[config.mk]
export PLATFORM = sky130hd
export DESIGN_NAME = cond_flag_unit
export DESIGN_NICKNAME = d
export VERILOG_FILES = /design/src/rtl/cfu_pkg.sv /design/src/rtl/cfu_adder.sv /design/src/rtl/cfu_cond_eval.sv /design/src/rtl/cfu_flag_reg.sv /design/src/rtl/cond_flag_unit.sv
export SDC_FILE = /design/constraint.sdc
export NUM_CORES = 1
export LEC_CHECK = 0
export BUFFER_PORTS_ARGS = -buffer_cell sky130_fd_sc_hd__buf_2
export CORE_UTILIZATION = 50
export DETAILED_ROUTE_END_ITERATION = 10
export PLACE_DENSITY_LB_ADDON = 0.05
export RECOVER_POWER = 100
export REMOVE_ABC_BUFFERS = 1
export SETUP_SLACK_MARGIN = 0.02
export SYNTH_ARGS = -nofsm -noshare
export SYNTH_HDL_FRONTEND = slang
export SYNTH_SLANG_ARGS = --single-unit
export TNS_END_PERCENT = 10
[constraint.sdc]
create_clock -name clk_i -period 18.25 [get_ports clk_i]
set_clock_uncertainty 0.2 [all_clocks]
set_input_delay 4.5625 -clock clk_i [delete_from_list [all_inputs] [get_ports clk_i]]
set_output_delay 4.5625 -clock clk_i [all_outputs]
set_load 0.05 [all_outputs]
[src/rtl/cfu_pkg.sv]
package cfu_pkg;
  typedef enum logic [1:0] {
    OP_ADD  = 2'b00,
    OP_SUB  = 2'b01,
    OP_CMP  = 2'b10,
    OP_ADDX = 2'b11
  } op_e;

  typedef struct packed {
    logic n;
    logic z;
    logic c;
    logic v;
  } flags_t;

  localparam int unsigned COND_W   = 4;
  localparam int unsigned NUM_COND = 1 << COND_W;

  localparam logic [COND_W-1:0] CC_EQ = 4'h0;
  localparam logic [COND_W-1:0] CC_NE = 4'h1;
  localparam logic [COND_W-1:0] CC_HS = 4'h2;
  localparam logic [COND_W-1:0] CC_LO = 4'h3;
  localparam logic [COND_W-1:0] CC_MI = 4'h4;
  localparam logic [COND_W-1:0] CC_PL = 4'h5;
  localparam logic [COND_W-1:0] CC_VS = 4'h6;
  localparam logic [COND_W-1:0] CC_VC = 4'h7;
  localparam logic [COND_W-1:0] CC_HI = 4'h8;
  localparam logic [COND_W-1:0] CC_LS = 4'h9;
  localparam logic [COND_W-1:0] CC_GE = 4'hA;
  localparam logic [COND_W-1:0] CC_LT = 4'hB;
  localparam logic [COND_W-1:0] CC_GT = 4'hC;
  localparam logic [COND_W-1:0] CC_LE = 4'hD;
  localparam logic [COND_W-1:0] CC_AL = 4'hE;
  localparam logic [COND_W-1:0] CC_NV = 4'hF;
endpackage

[src/rtl/cfu_adder.sv]
module cfu_adder
  import cfu_pkg::*;
#(
  parameter int unsigned DATA_W = 32
) (
  input  logic [DATA_W-1:0] a_i,
  input  logic [DATA_W-1:0] b_i,
  input  logic              sub_i,
  output logic [DATA_W-1:0] sum_o,
  output flags_t            flags_o
);
  localparam int unsigned MSB = DATA_W - 1;

  logic [DATA_W-1:0] b_eff;
  logic [DATA_W:0]   wide;

  assign b_eff = sub_i ? ~b_i : b_i;
  // subtract as a + ~b + 1; carry out then means no borrow
  assign wide  = {1'b0, a_i} + {1'b0, b_eff} + {{DATA_W{1'b0}}, sub_i};
  assign sum_o = wide[MSB:0];

  always_comb begin
    flags_o.n = wide[MSB];
    flags_o.z = ~|wide[MSB:0];
    flags_o.c = wide[DATA_W];
    flags_o.v = (a_i[MSB] == b_eff[MSB]) && (wide[MSB] != a_i[MSB]);
  end
endmodule

[src/rtl/cfu_cond_eval.sv]
module cfu_cond_eval
  import cfu_pkg::*;
(
  input  flags_t              flags_i,
  input  logic [COND_W-1:0]   cond_i,
  output logic                pass_o
);
  logic [NUM_COND-1:0] hit;
  logic                sgn_ge;

  assign sgn_ge = (flags_i.n == flags_i.v);

  always_comb begin
    hit        = '0;
    hit[CC_EQ] =  flags_i.z;
    hit[CC_NE] = ~flags_i.z;
    hit[CC_HS] =  flags_i.c;
    hit[CC_LO] = ~flags_i.c;
    hit[CC_MI] =  flags_i.n;
    hit[CC_PL] = ~flags_i.n;
    hit[CC_VS] =  flags_i.v;
    hit[CC_VC] = ~flags_i.v;
    hit[CC_HI] =  flags_i.c & ~flags_i.z;
    hit[CC_LS] = ~flags_i.c |  flags_i.z;
    hit[CC_GE] =  sgn_ge;
    hit[CC_LT] = ~sgn_ge;
    hit[CC_GT] = ~flags_i.z &  sgn_ge;
    hit[CC_LE] =  flags_i.z | ~sgn_ge;
    hit[CC_AL] = 1'b1;
    hit[CC_NV] = 1'b0;
  end

  assign pass_o = hit[cond_i];
endmodule

[src/rtl/cfu_flag_reg.sv]
module cfu_flag_reg
  import cfu_pkg::*;
(
  input  logic   clk_i,
  input  logic   rst_ni,
  input  logic   upd_i,
  input  flags_t d_i,
  output flags_t q_o
);
  always_ff @(posedge clk_i or negedge rst_ni) begin
    if (!rst_ni)    q_o <= '0;
    else if (upd_i) q_o <= d_i;
  end
endmodule

[src/rtl/cond_flag_unit.sv]
module cond_flag_unit
  import cfu_pkg::*;
#(
  parameter int unsigned DATA_W = 32
) (
  input  logic              clk_i,
  input  logic              rst_ni,
  input  logic [1:0]        op_i,
  input  logic [DATA_W-1:0] a_i,
  input  logic [DATA_W-1:0] b_i,
  input  logic              set_flags_i,
  input  logic [3:0]        cond_i,
  output logic [DATA_W-1:0] result_o,
  output logic              wr_en_o,
  output logic              cond_pass_o,
  output logic [3:0]        flags_o
);
  localparam int unsigned MSB = DATA_W - 1;

  op_e    op;
  logic   is_sub, is_cmp, upd;
  flags_t flags_new, flags_q;

  assign op     = op_e'(op_i);
  assign is_cmp = (op == OP_CMP);
  assign is_sub = (op == OP_SUB) || is_cmp;

  cfu_adder #(.DATA_W(DATA_W)) u_adder (
    .a_i     (a_i),
    .b_i     (b_i),
    .sub_i   (is_sub),
    .sum_o   (result_o),
    .flags_o (flags_new)
  );

  cfu_cond_eval u_cond (
    .flags_i (flags_q),
    .cond_i  (cond_i),
    .pass_o  (cond_pass_o)
  );

  // predicated: a failed condition blocks both write and flag update
  assign upd     = cond_pass_o && (set_flags_i || is_cmp);
  assign wr_en_o = cond_pass_o && !is_cmp;

  cfu_flag_reg u_flags (
    .clk_i  (clk_i),
    .rst_ni (rst_ni),
    .upd_i  (upd),
    .d_i    (flags_new),
    .q_o    (flags_q)
  );

  assign flags_o = flags_q;


  flag_hold_chk: assert property (@(posedge clk_i) disable iff (!rst_ni)
    (!cond_pass_o || (!set_flags_i && op_i != 2'b10)) |=> $stable(flags_o));


  neg_flag_chk: assert property (@(posedge clk_i) disable iff (!rst_ni)
    (cond_pass_o && (set_flags_i || op_i == 2'b10)) |=> (flags_o[3] == $past(result_o[MSB])));


  zero_flag_chk: assert property (@(posedge clk_i) disable iff (!rst_ni)
    (cond_pass_o && (set_flags_i || op_i == 2'b10)) |=> (flags_o[2] == ($past(result_o) == '0)));


  borrow_chk: assert property (@(posedge clk_i) disable iff (!rst_ni)
    (cond_pass_o && (op_i == 2'b10 || (op_i == 2'b01 && set_flags_i)))
      |=> (flags_o[1] == ($past(a_i) >= $past(b_i))));


  cmp_no_write_chk: assert property (@(posedge clk_i) disable iff (!rst_ni)
    (op_i == 2'b10) |-> !wr_en_o);


  fail_no_write_chk: assert property (@(posedge clk_i) disable iff (!rst_ni)
    !cond_pass_o |-> !wr_en_o);


  always_pass_chk: assert property (@(posedge clk_i) disable iff (!rst_ni)
    (cond_i == 4'hE) |-> cond_pass_o);


  never_pass_chk: assert property (@(posedge clk_i) disable iff (!rst_ni)
    (cond_i == 4'hF) |-> !cond_pass_o);
endmodule

### After elaboration in Yosys (flattened, before gate mapping)

Index checks and enable logic that the tools add are counted.

| storage, ports and cells | value |
|---|---|
| register bits after elaboration | 4 |
| latch bits | 0 |
| memory bits (writable) | 0 |
| memory bits (read-only) | 0 |
| bits of input ports | 73 |
| output and inout port bits | 38 |
| word-level logic and storage cells | 33 |
| memories | 0 |

| cells by class | value |
|---|---|
| add/sub/neg operators | 2 |
| $mul | 0 |
| div/mod/pow operators | 0 |
| $lt $le $gt $ge | 1 |
| eq/ne operators | 5 |
| shifts and indexed selects | 0 |
| muxes and demuxes | 3 |
| bitwise gates (word level) | 10 |
| reduce and logical (&&, ||, !) cells | 8 |

Operator list:

| operator | number |
|---|---|
| $add A32 B32 Y33 | 1 |
| $add A33 B1 Y33 | 1 |
| $mux W32 | 1 |
| $not A32 Y32 | 1 |
| $reduce_or A32 Y1 | 1 |
| $lt A4 B5 Y1 const B | 1 |
| $not A1 Y1 | 5 |
| $bmux W1 S4 | 1 |
| $logic_and A1 B1 Y1 | 3 |
| $and A1 B1 Y1 | 2 |
| $eq A1 B1 Y1 | 2 |
| $eq A2 B1 Y1 const B | 1 |
| $eq A2 B2 Y1 const B | 1 |
| $logic_not A1 Y1 | 2 |
| $logic_or A1 B1 Y1 | 2 |
| $or A1 B1 Y1 | 2 |
| $mux W1 | 1 |
| $ne A1 B1 Y1 | 1 |

### Logic depth before layout (Yosys ltp)

Gate-level depths: netlist of run 1.

| depth | value |
|---|---|
| depth in word-level cells | 7 |
| gate-level depth with buffers | 16 |
| gate-level depth less buffers | 14 |

### Hierarchy

Synthesis of run 1 repeated with hierarchy kept, for this count alone.

| unflattened totals | value |
|---|---|
| cells, all modules | 320 |
| area, all modules | 2468.6 µm² |

Modules (own cells, without submodules):

| module | instances | cells an instance | area an instance (µm²) | seq. area each (µm²) |
|---|---|---|---|---|
| cfu_adder | 1 | 296 | 2207.1 | 0.0 |
| cfu_flag_reg | 1 | 8 | 145.1 | 100.1 |
| cfu_cond_eval | 1 | 11 | 82.6 | 0.0 |
| cond_flag_unit | 1 | 5 | 33.8 | 0.0 |

### Worst setup path before layout of run 1

No wires, ideal clock.

| timing path | value |
|---|---|
| path type | input to output |
| start | input port op_i[0] |
| end | output port result_o[29] |
| arrival time | 7999 ps |
| required time | 13487 ps |
| slack | 5489 ps |
| stages | 14 |
| path buffers | 2 |
| path through | inv_1 -> ha_1 -> buf_2 -> buf_1 -> xnor2_1 -> ha_1 -> a21oi_2 -> nor2_1 -> o21a_1 -> or4_4 -> o2111ai_1 -> a41oi_1 -> o21a_1 -> nor2_1 |

| between the ends | value |
|---|---|
| word-level cells in the longest chain between the ends | 5 |
| elaborated cells between the ends (all ways) | 6 |
| classes of those cells | 2 x add/sub; 2 x eq/ne; 1 x mux; 1 x reduce/logical |

Ends and longest elaborated chain:

| item | line | RTL |
|---|---|---|
| start: declaration | cond_flag_unit.sv:8 | `input logic [1:0] op_i,` |
| $eq A2 B1 Y1 or $eq A2 B2 Y1 (tied branches) | cond_flag_unit.sv:26, cond_flag_unit.sv:25 |  |
| $logic_or A1 B1 Y1 (*) | cond_flag_unit.sv:26 | `assign is_sub = (op == OP_SUB) \|\| is_cmp;` |
| $mux W32 | cfu_adder.sv:17 | `assign b_eff = sub_i ? ~b_i : b_i;` |
| $add A32 B32 Y33 | cfu_adder.sv:19 | `assign wide = {1'b0, a_i} + {1'b0, b_eff} + {{DATA_W{1'b0}}, sub_i};` |
| $add A33 B1 Y33 (*) | cfu_adder.sv:19 |  |
| end: declaration | cond_flag_unit.sv:13 | `output logic [DATA_W-1:0] result_o,` |

Every way passes the cells marked *; elsewhere a longest branch is shown, timed or not.

### Final worst setup path of run 1

Ends and elaborated chain as after synthesis.

==> impl_metrics.ini, run 1 <==
[placed_design]
dp_hpwl_um = 7000
port_buffers = 110
pre_cts_setup_slack_ps = 5460
finalWeightedCongestion = 0.893

[global_route]
grt_usage_pct = 26.8
grt_antenna_before_repair = 0
grt_pass1_wl_um = 13800
first_global_vias = 3055
largest_net_degree_at_the_start_of_global_routing = 33
grt_overflow = 0

[worst_setup_path]
setup_slack_on_the_worst_flop_to_flop_path_ps = 15960
crit_slowest_cell = sky130_fd_sc_hd__clkbuf_1
critPathLaunchType = primary input
cp_slowest_stage_delay_ps = 1590
setup.worst_path.class = primary input to primary output
end_kind = primary output
critPathRequiredTime_ps = 13490
critical_path_peak_fanout = 32
critical_path.cell_chain = buf_2, inv_1, ha_1, clkbuf_1, xnor2_1, ha_1, nand2_1, o31ai_1, o311ai_4, a211oi_1, o2111ai_1, a41oi_1, nor3_1, nor2_1, clkbuf_1
worstPathArrival_ps = 10000

[die]
fp-row-count = 27
chipWidth_um = 79.0
fp.coreArea_um2 = 5610
start_util_pct = 52.9
design.die.area_um2 = 6240
fp.dieH_um = 79.0
floorplan.io_pins = 111

[synth]
yosys_most_used_dff = sky130_fd_sc_hd__dfrtp_1
yosysUniqueCellTypes = 69
ys_seq_area_share_pct = 3.38
synth_area_um2 = 2970
number_of_enable_flip_flop_cells_after_synthesis = 0
post_synth_inst_count = 421
ys_warn_count = 0
ys_ff_latch = 4
largest_cells_by_area_after_synthesis = sky130_fd_sc_hd__ha_1 15%, sky130_fd_sc_hd__xnor2_1 12%, sky130_fd_sc_hd__a21oi_1 5.7%
synth_area_per_cell_um2 = 7.04
yosys.area.top_type_share_pct = 14.8
asyncSetResetFlopFracSynth_pct = 100
synthDominantAreaCellType = sky130_fd_sc_hd__ha_1

[power]
power_per_cell_area_nw_per_um2 = 118
power_consumption_w = 0.000408
p_leak_nw = 1.49
worst_ir_drop_vdd_v = 0.0000638

[cts]
post_cts.repair.setup_buffers = 0
number_of_levels_in_the_clock_h_tree = 1
cts_sinks = 4
clock_latency_ps = 230
cts.reportedPaths.clkPinSlew_ps = 30
max-clock-path-buffers = 2
cts.repair.resized = 0
cts-root-buf = sky130_fd_sc_hd__clkbuf_8
postCtsHoldBufs = 0
cts_tree = built
cts_inserted_buffers = 3

[routing]
postRouteWirelength_um = 8470
routed-via-count = 3501
detailedRoute.firstIterationViolations = 198
detail-route-antenna-nets = 0
viasPerCell = 5.96
remaining_drc_errors = 0
wl_per_cell_um = 14.4
first_pass_iters = 4

[min_path]
min-delay-path-class = flop to flop

[sta]
post-route-period-util_pct = 80.9
maxSlewViolCount = 33
postLayoutSetupSlackWorst_ps = 3490
setup_violations = 0
tightest_slew_ps = 2230
fmax_mhz = 67.8
final_critical_period_ps = 14760
maxSlewHeadroom_pct = -48.9
timing_hold_violations_final = 0
tns_ps = 0
grt_setup_unrepaired = no

[finish]
synthToLayoutAreaGrowth_pct = 17.0
nets = 626
n_fill_cell = 586
drive_gt1_share_pct = 19.0
largest_register_ffs = 4
largest_registers_ranked_by_flip_flop_count = u_flags.q_o x4
register_with_the_highest_flop_count = u_flags.q_o
n_antenna_cell = 0

[run]
cap_violations = 1

[run_status]
run_status = finished, violations left
violated_checks = max-capacitance violations, max-slew violations
synth_stat cells (2+ instances only):
cell and number:
sky130_fd_sc_hd__nor2_1 29, sky130_fd_sc_hd__nand4b_1 2, sky130_fd_sc_hd__inv_1 22, sky130_fd_sc_hd__nand4_1 9, sky130_fd_sc_hd__and3_1 6, sky130_fd_sc_hd__o21bai_1 2
sky130_fd_sc_hd__and2_1 4, sky130_fd_sc_hd__o21ai_0 26, sky130_fd_sc_hd__o311ai_0 2, sky130_fd_sc_hd__or2_2 6, sky130_fd_sc_hd__xor2_1 11, sky130_fd_sc_hd__nand2_1 34
sky130_fd_sc_hd__nand2b_1 4, sky130_fd_sc_hd__a311oi_1 3, sky130_fd_sc_hd__a21oi_2 4, sky130_fd_sc_hd__o31ai_1 2, sky130_fd_sc_hd__a211o_1 2, sky130_fd_sc_hd__a221oi_1 5
sky130_fd_sc_hd__clkbuf_1 9, sky130_fd_sc_hd__nor2b_1 5, sky130_fd_sc_hd__nor4_1 8, sky130_fd_sc_hd__and4_1 2, sky130_fd_sc_hd__xnor2_1 40, sky130_fd_sc_hd__mux2_2 2
sky130_fd_sc_hd__nor3_1 17, sky130_fd_sc_hd__a41oi_1 2, sky130_fd_sc_hd__o2111ai_1 3, sky130_fd_sc_hd__ha_1 35, sky130_fd_sc_hd__or3_1 3, sky130_fd_sc_hd__a211oi_1 3
sky130_fd_sc_hd__buf_2 7, sky130_fd_sc_hd__nor3b_1 2, sky130_fd_sc_hd__mux2i_1 3, sky130_fd_sc_hd__o21a_1 8, sky130_fd_sc_hd__a21oi_1 34, sky130_fd_sc_hd__o21ai_1 5
sky130_fd_sc_hd__dfrtp_1 4, sky130_fd_sc_hd__a31oi_1 3, sky130_fd_sc_hd__nand3_1 11, sky130_fd_sc_hd__a22oi_1 3, sky130_fd_sc_hd__o211ai_1 5, sky130_fd_sc_hd__a2111oi_0 2
sky130_fd_sc_hd__a21o_1 5, sky130_fd_sc_hd__buf_1 2
cells by family (layout without fill, tap and decap cells):
group                      after synthesis  in the layout  synth area share, %
and+or+nand+nor                        151            151                 27.2
AOI/OAI and AO/OA                      131            131                 31.2
xor gates and xnor gates                51             51                 15.1
buffers and inverters                   43            137                 5.91
adders and majority gates               36             36                 15.4
muxes                                    5              5                 1.77
DFF                                      4              4                 3.38
layout by cell type, fill, tap and decap left out, types with 3 or more instances in the layout:
master,Yosys,final
sky130_fd_sc_hd__a21o_1,5,5
sky130_fd_sc_hd__nand2b_1,4,4
sky130_fd_sc_hd__a21oi_1,34,34
sky130_fd_sc_hd__o21a_1,8,8
sky130_fd_sc_hd__a31oi_1,3,4
sky130_fd_sc_hd__buf_2,7,76
sky130_fd_sc_hd__xnor2_1,40,40
sky130_fd_sc_hd__or3_1,3,3
sky130_fd_sc_hd__dfrtp_1,4,4
sky130_fd_sc_hd__a22oi_1,3,3
sky130_fd_sc_hd__nor2b_1,5,6
sky130_fd_sc_hd__and2_1,4,4
sky130_fd_sc_hd__nor2_1,29,29
sky130_fd_sc_hd__a21oi_2,4,4
sky130_fd_sc_hd__o21ai_0,26,28
sky130_fd_sc_hd__o2111ai_1,3,3
sky130_fd_sc_hd__clkbuf_8,0,3
sky130_fd_sc_hd__o21ai_1,5,3
sky130_fd_sc_hd__and3_1,6,6
sky130_fd_sc_hd__o211ai_1,5,5
sky130_fd_sc_hd__nor3_1,17,17
sky130_fd_sc_hd__nand3_1,11,11
sky130_fd_sc_hd__ha_1,35,35
sky130_fd_sc_hd__xor2_1,11,11
sky130_fd_sc_hd__nor4_1,8,8
sky130_fd_sc_hd__clkbuf_1,9,35
sky130_fd_sc_hd__a221oi_1,5,5
sky130_fd_sc_hd__inv_1,22,22
sky130_fd_sc_hd__nand2_1,34,34
sky130_fd_sc_hd__nand4_1,9,9
sky130_fd_sc_hd__a211oi_1,3,4
sky130_fd_sc_hd__mux2i_1,3,3
sky130_fd_sc_hd__a311oi_1,3,3
sky130_fd_sc_hd__or2_2,6,6
sky130_fd_sc_hd__o31ai_1,2,3
critical path: cells and delay by family:
family / cells / cell delay [ps]
compound gates: 5 / 2060
xor+xnor: 1 / 220
fa+ha+maj: 2 / 700
buf+inv: 4 / 2170
simple gates: 3 / 260
where the power goes:
| group | switching [W] | internal, W | leakage, nW | total (W) |
|---|---|---|---|---|
| clock | 0.00000547 | 0.0000141 | 0.0216 | 0.0000196 |
| sequential | 0.00000392 | 0.0000122 | 0.0505 | 0.0000162 |
| combinational | 0.000270 | 0.000102 | 1.42 | 0.000372 |
| total | 0.000279 | 0.000129 | 1.49 | 0.000408 |
stage by stage:
stage          instance area, um2  util, %  hold WS, ps  cells
2_1_floorplan                2880        -          562    401
3_3_place_gp                 3520     62.9          329    584
3_5_place_dp                 3520     62.9          340    584
4_1_cts                      3570     63.6          352    587
5_1_grt                      3470     61.9          370    587
6_report                     3470     61.9          343    587
metal layers:
metal	up-vias	part of all wire, %	GRT usage, %
li1	1763	-	-
met1	1598	48	38.4
met2	130	46	44.1
met3	10	5.8	2.53
met4	0	0.90	3.82
met5	-	0	0
final timing paths:
path                                     start             end  depth (start not counted)
worst max register to register  u_flags.q_o[3]  u_flags.q_o[2]                          9
worst max-delay path                   op_i[0]    result_o[29]                         15
worst min register to register  u_flags.q_o[2]  u_flags.q_o[2]                          2
worst min-delay path            u_flags.q_o[2]  u_flags.q_o[2]                          2
min in group asynchronous               rst_ni  u_flags.q_o[1]                          1
max in group asynchronous               rst_ni  u_flags.q_o[0]                          1
cell type report:
type | instances | area [um2] | area share (%)
sequential | 4 | 100 | 2.88
timing repair buffer | 111 | 512 | 14.7
multi-input combinational | 374 | 2640 | 76.1
inverter | 23 | 86.3 | 2.49
tap | 72 | 90.1 | 2.60
clock buffer | 3 | 41.3 | 1.19
(Power assumes the default switching activity.)
==> run 2: changes to the inputs <==
Settings changed: CORE_UTILIZATION 50 to 47.
Clock period 18.25 ns to 12.08 ns, I/O delays scaled along.
==> run 2 against run 1 <==
Effect of this change: the run now ends clean; register-to-register slack worse by 6100 ps; power is 52% higher; non-clock buffer count stayed put; count of clock-buffer cells in the layout stayed put; combinational power is 53% higher; via count is 0.17% higher; global-route usage is 0.79 points lower; sequential share of layout area hardly changed; critical path depth is 1 lower; cell count is 0.51% higher; final area is 0.97% higher; critical endpoint is now result_o[28].
==> impl_metrics.ini, run 2 (synthesis gave the netlist of run 1 again) <==
[worst_setup_path]
critPathLaunchType = primary input
end_kind = primary output
critical_path_peak_fanout = 19
setup.worst_path.class = primary input to primary output
critPathRequiredTime_ps = 8860
worstPathArrival_ps = 7820

[routing]
wl_per_cell_um = 14.7
first_pass_iters = 5
remaining_drc_errors = 0
routed-via-count = 3507
postRouteWirelength_um = 8690
detail-route-antenna-nets = 0
viasPerCell = 5.94
detailedRoute.firstIterationViolations = 173

[sta]
tightest_slew_ps = 1080
final_critical_period_ps = 11040
grt_setup_unrepaired = no
setup_violations = 0
tns_ps = 0
fmax_mhz = 90.6
timing_hold_violations_final = 0
maxSlewViolCount = 0
maxSlewHeadroom_pct = 27.9
post-route-period-util_pct = 91.4

[global_route]
grt_antenna_before_repair = 0
first_global_vias = 3056
grt_usage_pct = 26.1
largest_net_degree_at_the_start_of_global_routing = 20
grt_overflow = 0
grt_pass1_wl_um = 13800

[finish]
nets = 626
drive_gt1_share_pct = 19.4
final_core_util_pct = 58.5
register_with_the_highest_flop_count = u_flags.q_o
final_common_cell = sky130_fd_sc_hd__buf_2
synthToLayoutAreaGrowth_pct = 18.2
n_fill_cell = 633
largest_register_ffs = 4
largest_registers_ranked_by_flip_flop_count = u_flags.q_o x4
n_antenna_cell = 0
final_cell_mix = 76 x sky130_fd_sc_hd__buf_2, 40 x sky130_fd_sc_hd__xnor2_1, 35 x sky130_fd_sc_hd__a21oi_1, 35 x sky130_fd_sc_hd__ha_1, 35 x sky130_fd_sc_hd__clkbuf_1

[power]
worst_ir_drop_vdd_v = 0.000117
p_leak_nw = 1.50
power_per_cell_area_nw_per_um2 = 177

[cts]
cts.reportedPaths.clkPinSlew_ps = 30
clock_latency_ps = 210
cts_inserted_buffers = 3
cts_tree = built
cts-root-buf = sky130_fd_sc_hd__clkbuf_8
cts_sinks = 4
post_cts.repair.setup_buffers = 0
max-clock-path-buffers = 2
postCtsHoldBufs = 0
number_of_levels_in_the_clock_h_tree = 1
cts.repair.resized = 0

[min_path]
min-delay-path-class = flop to flop

[placed_design]
port_buffers = 110
finalWeightedCongestion = 0.911
dp_hpwl_um = 7290

[run]
cap_violations = 0

[run_status]
run_status = complete, no violations

[die]
fp.dieH_um = 81.4
design.die.area_um2 = 6630
fp-row-count = 28
floorplan.io_pins = 111
chipWidth_um = 81.4
fp.coreArea_um2 = 5990
start_util_pct = 49.5
==> run 2: per-stage QoR <==
step                hold slack, ps  power (W)  cell area, um2  std cells  setup slack, ps
floorplan                      562   0.000474            2880        401             2050
global placement               332   0.000595            3530        587             1920
detailed placement             332   0.000601            3530        587             1800
CTS                            342   0.000632            3570        590             1790
global route                   416   0.000666            3500        590              753
finish                         337   0.000620            3500        590             1040
==> run 2: critical path, cell delays in order <==
cell                       delay (ps)
sky130_fd_sc_hd__buf_2             70
sky130_fd_sc_hd__inv_1             30
sky130_fd_sc_hd__ha_1             930
sky130_fd_sc_hd__clkbuf_1         870
sky130_fd_sc_hd__xnor2_1          240
sky130_fd_sc_hd__inv_1             90
sky130_fd_sc_hd__fa_1             430
sky130_fd_sc_hd__nor2b_1          240
sky130_fd_sc_hd__o31ai_1          160
sky130_fd_sc_hd__a21oi_1          490
sky130_fd_sc_hd__a21oi_1          220
sky130_fd_sc_hd__or3_1            420
sky130_fd_sc_hd__nand3_1          120
sky130_fd_sc_hd__clkbuf_1         480
==> run 2: final cells by class <==
type,instances,area (um2),area share (%)
Tap cell,75,93.8,2.68
Clock buffer,3,41.3,1.18
Inverter,23,86.3,2.46
Multi-Input combinational cell,374,2670,76.2
Timing Repair Buffer,111,512,14.6
Sequential cell,4,100,2.86
==> run 2: final timing paths <==
| path | end | slack [ps] | depth (start not counted) | from |
|---|---|---|---|---|
| worst max-delay path | result_o[28] | 1040 | 14 | op_i[0] |
| worst min-delay path | u_flags.q_o[2] | 340 | 2 | u_flags.q_o[2] |
| worst max register to register | u_flags.q_o[2] | 9820 | 9 | u_flags.q_o[3] |
| worst min register to register | u_flags.q_o[2] | 340 | 2 | u_flags.q_o[2] |
| max in group asynchronous | u_flags.q_o[0] | 9070 | 1 | rst_ni |
| min in group asynchronous | u_flags.q_o[3] | 2420 | 1 | rst_ni |
==> run 2: metal layers <==
metal | share of wire, % | GRT usage, % | vias up
li1 | - | - | 1757
met1 | 46 | 35.0 | 1619
met2 | 46 | 45.3 | 121
met3 | 5.6 | 1.11 | 10
met4 | 1.6 | 6.25 | 0
met5 | 0 | 0 | -
==> run 2: report_power, final <==
| group | switching [W] | leakage (nW) | total (W) | internal [W] |
|---|---|---|---|---|
| clock network | 0.00000648 | 0.0216 | 0.0000277 | 0.0000212 |
| registers | 0.00000602 | 0.0505 | 0.0000245 | 0.0000185 |
| logic | 0.000412 | 1.43 | 0.000568 | 0.000156 |
| total | 0.000424 | 1.50 | 0.000620 | 0.000195 |
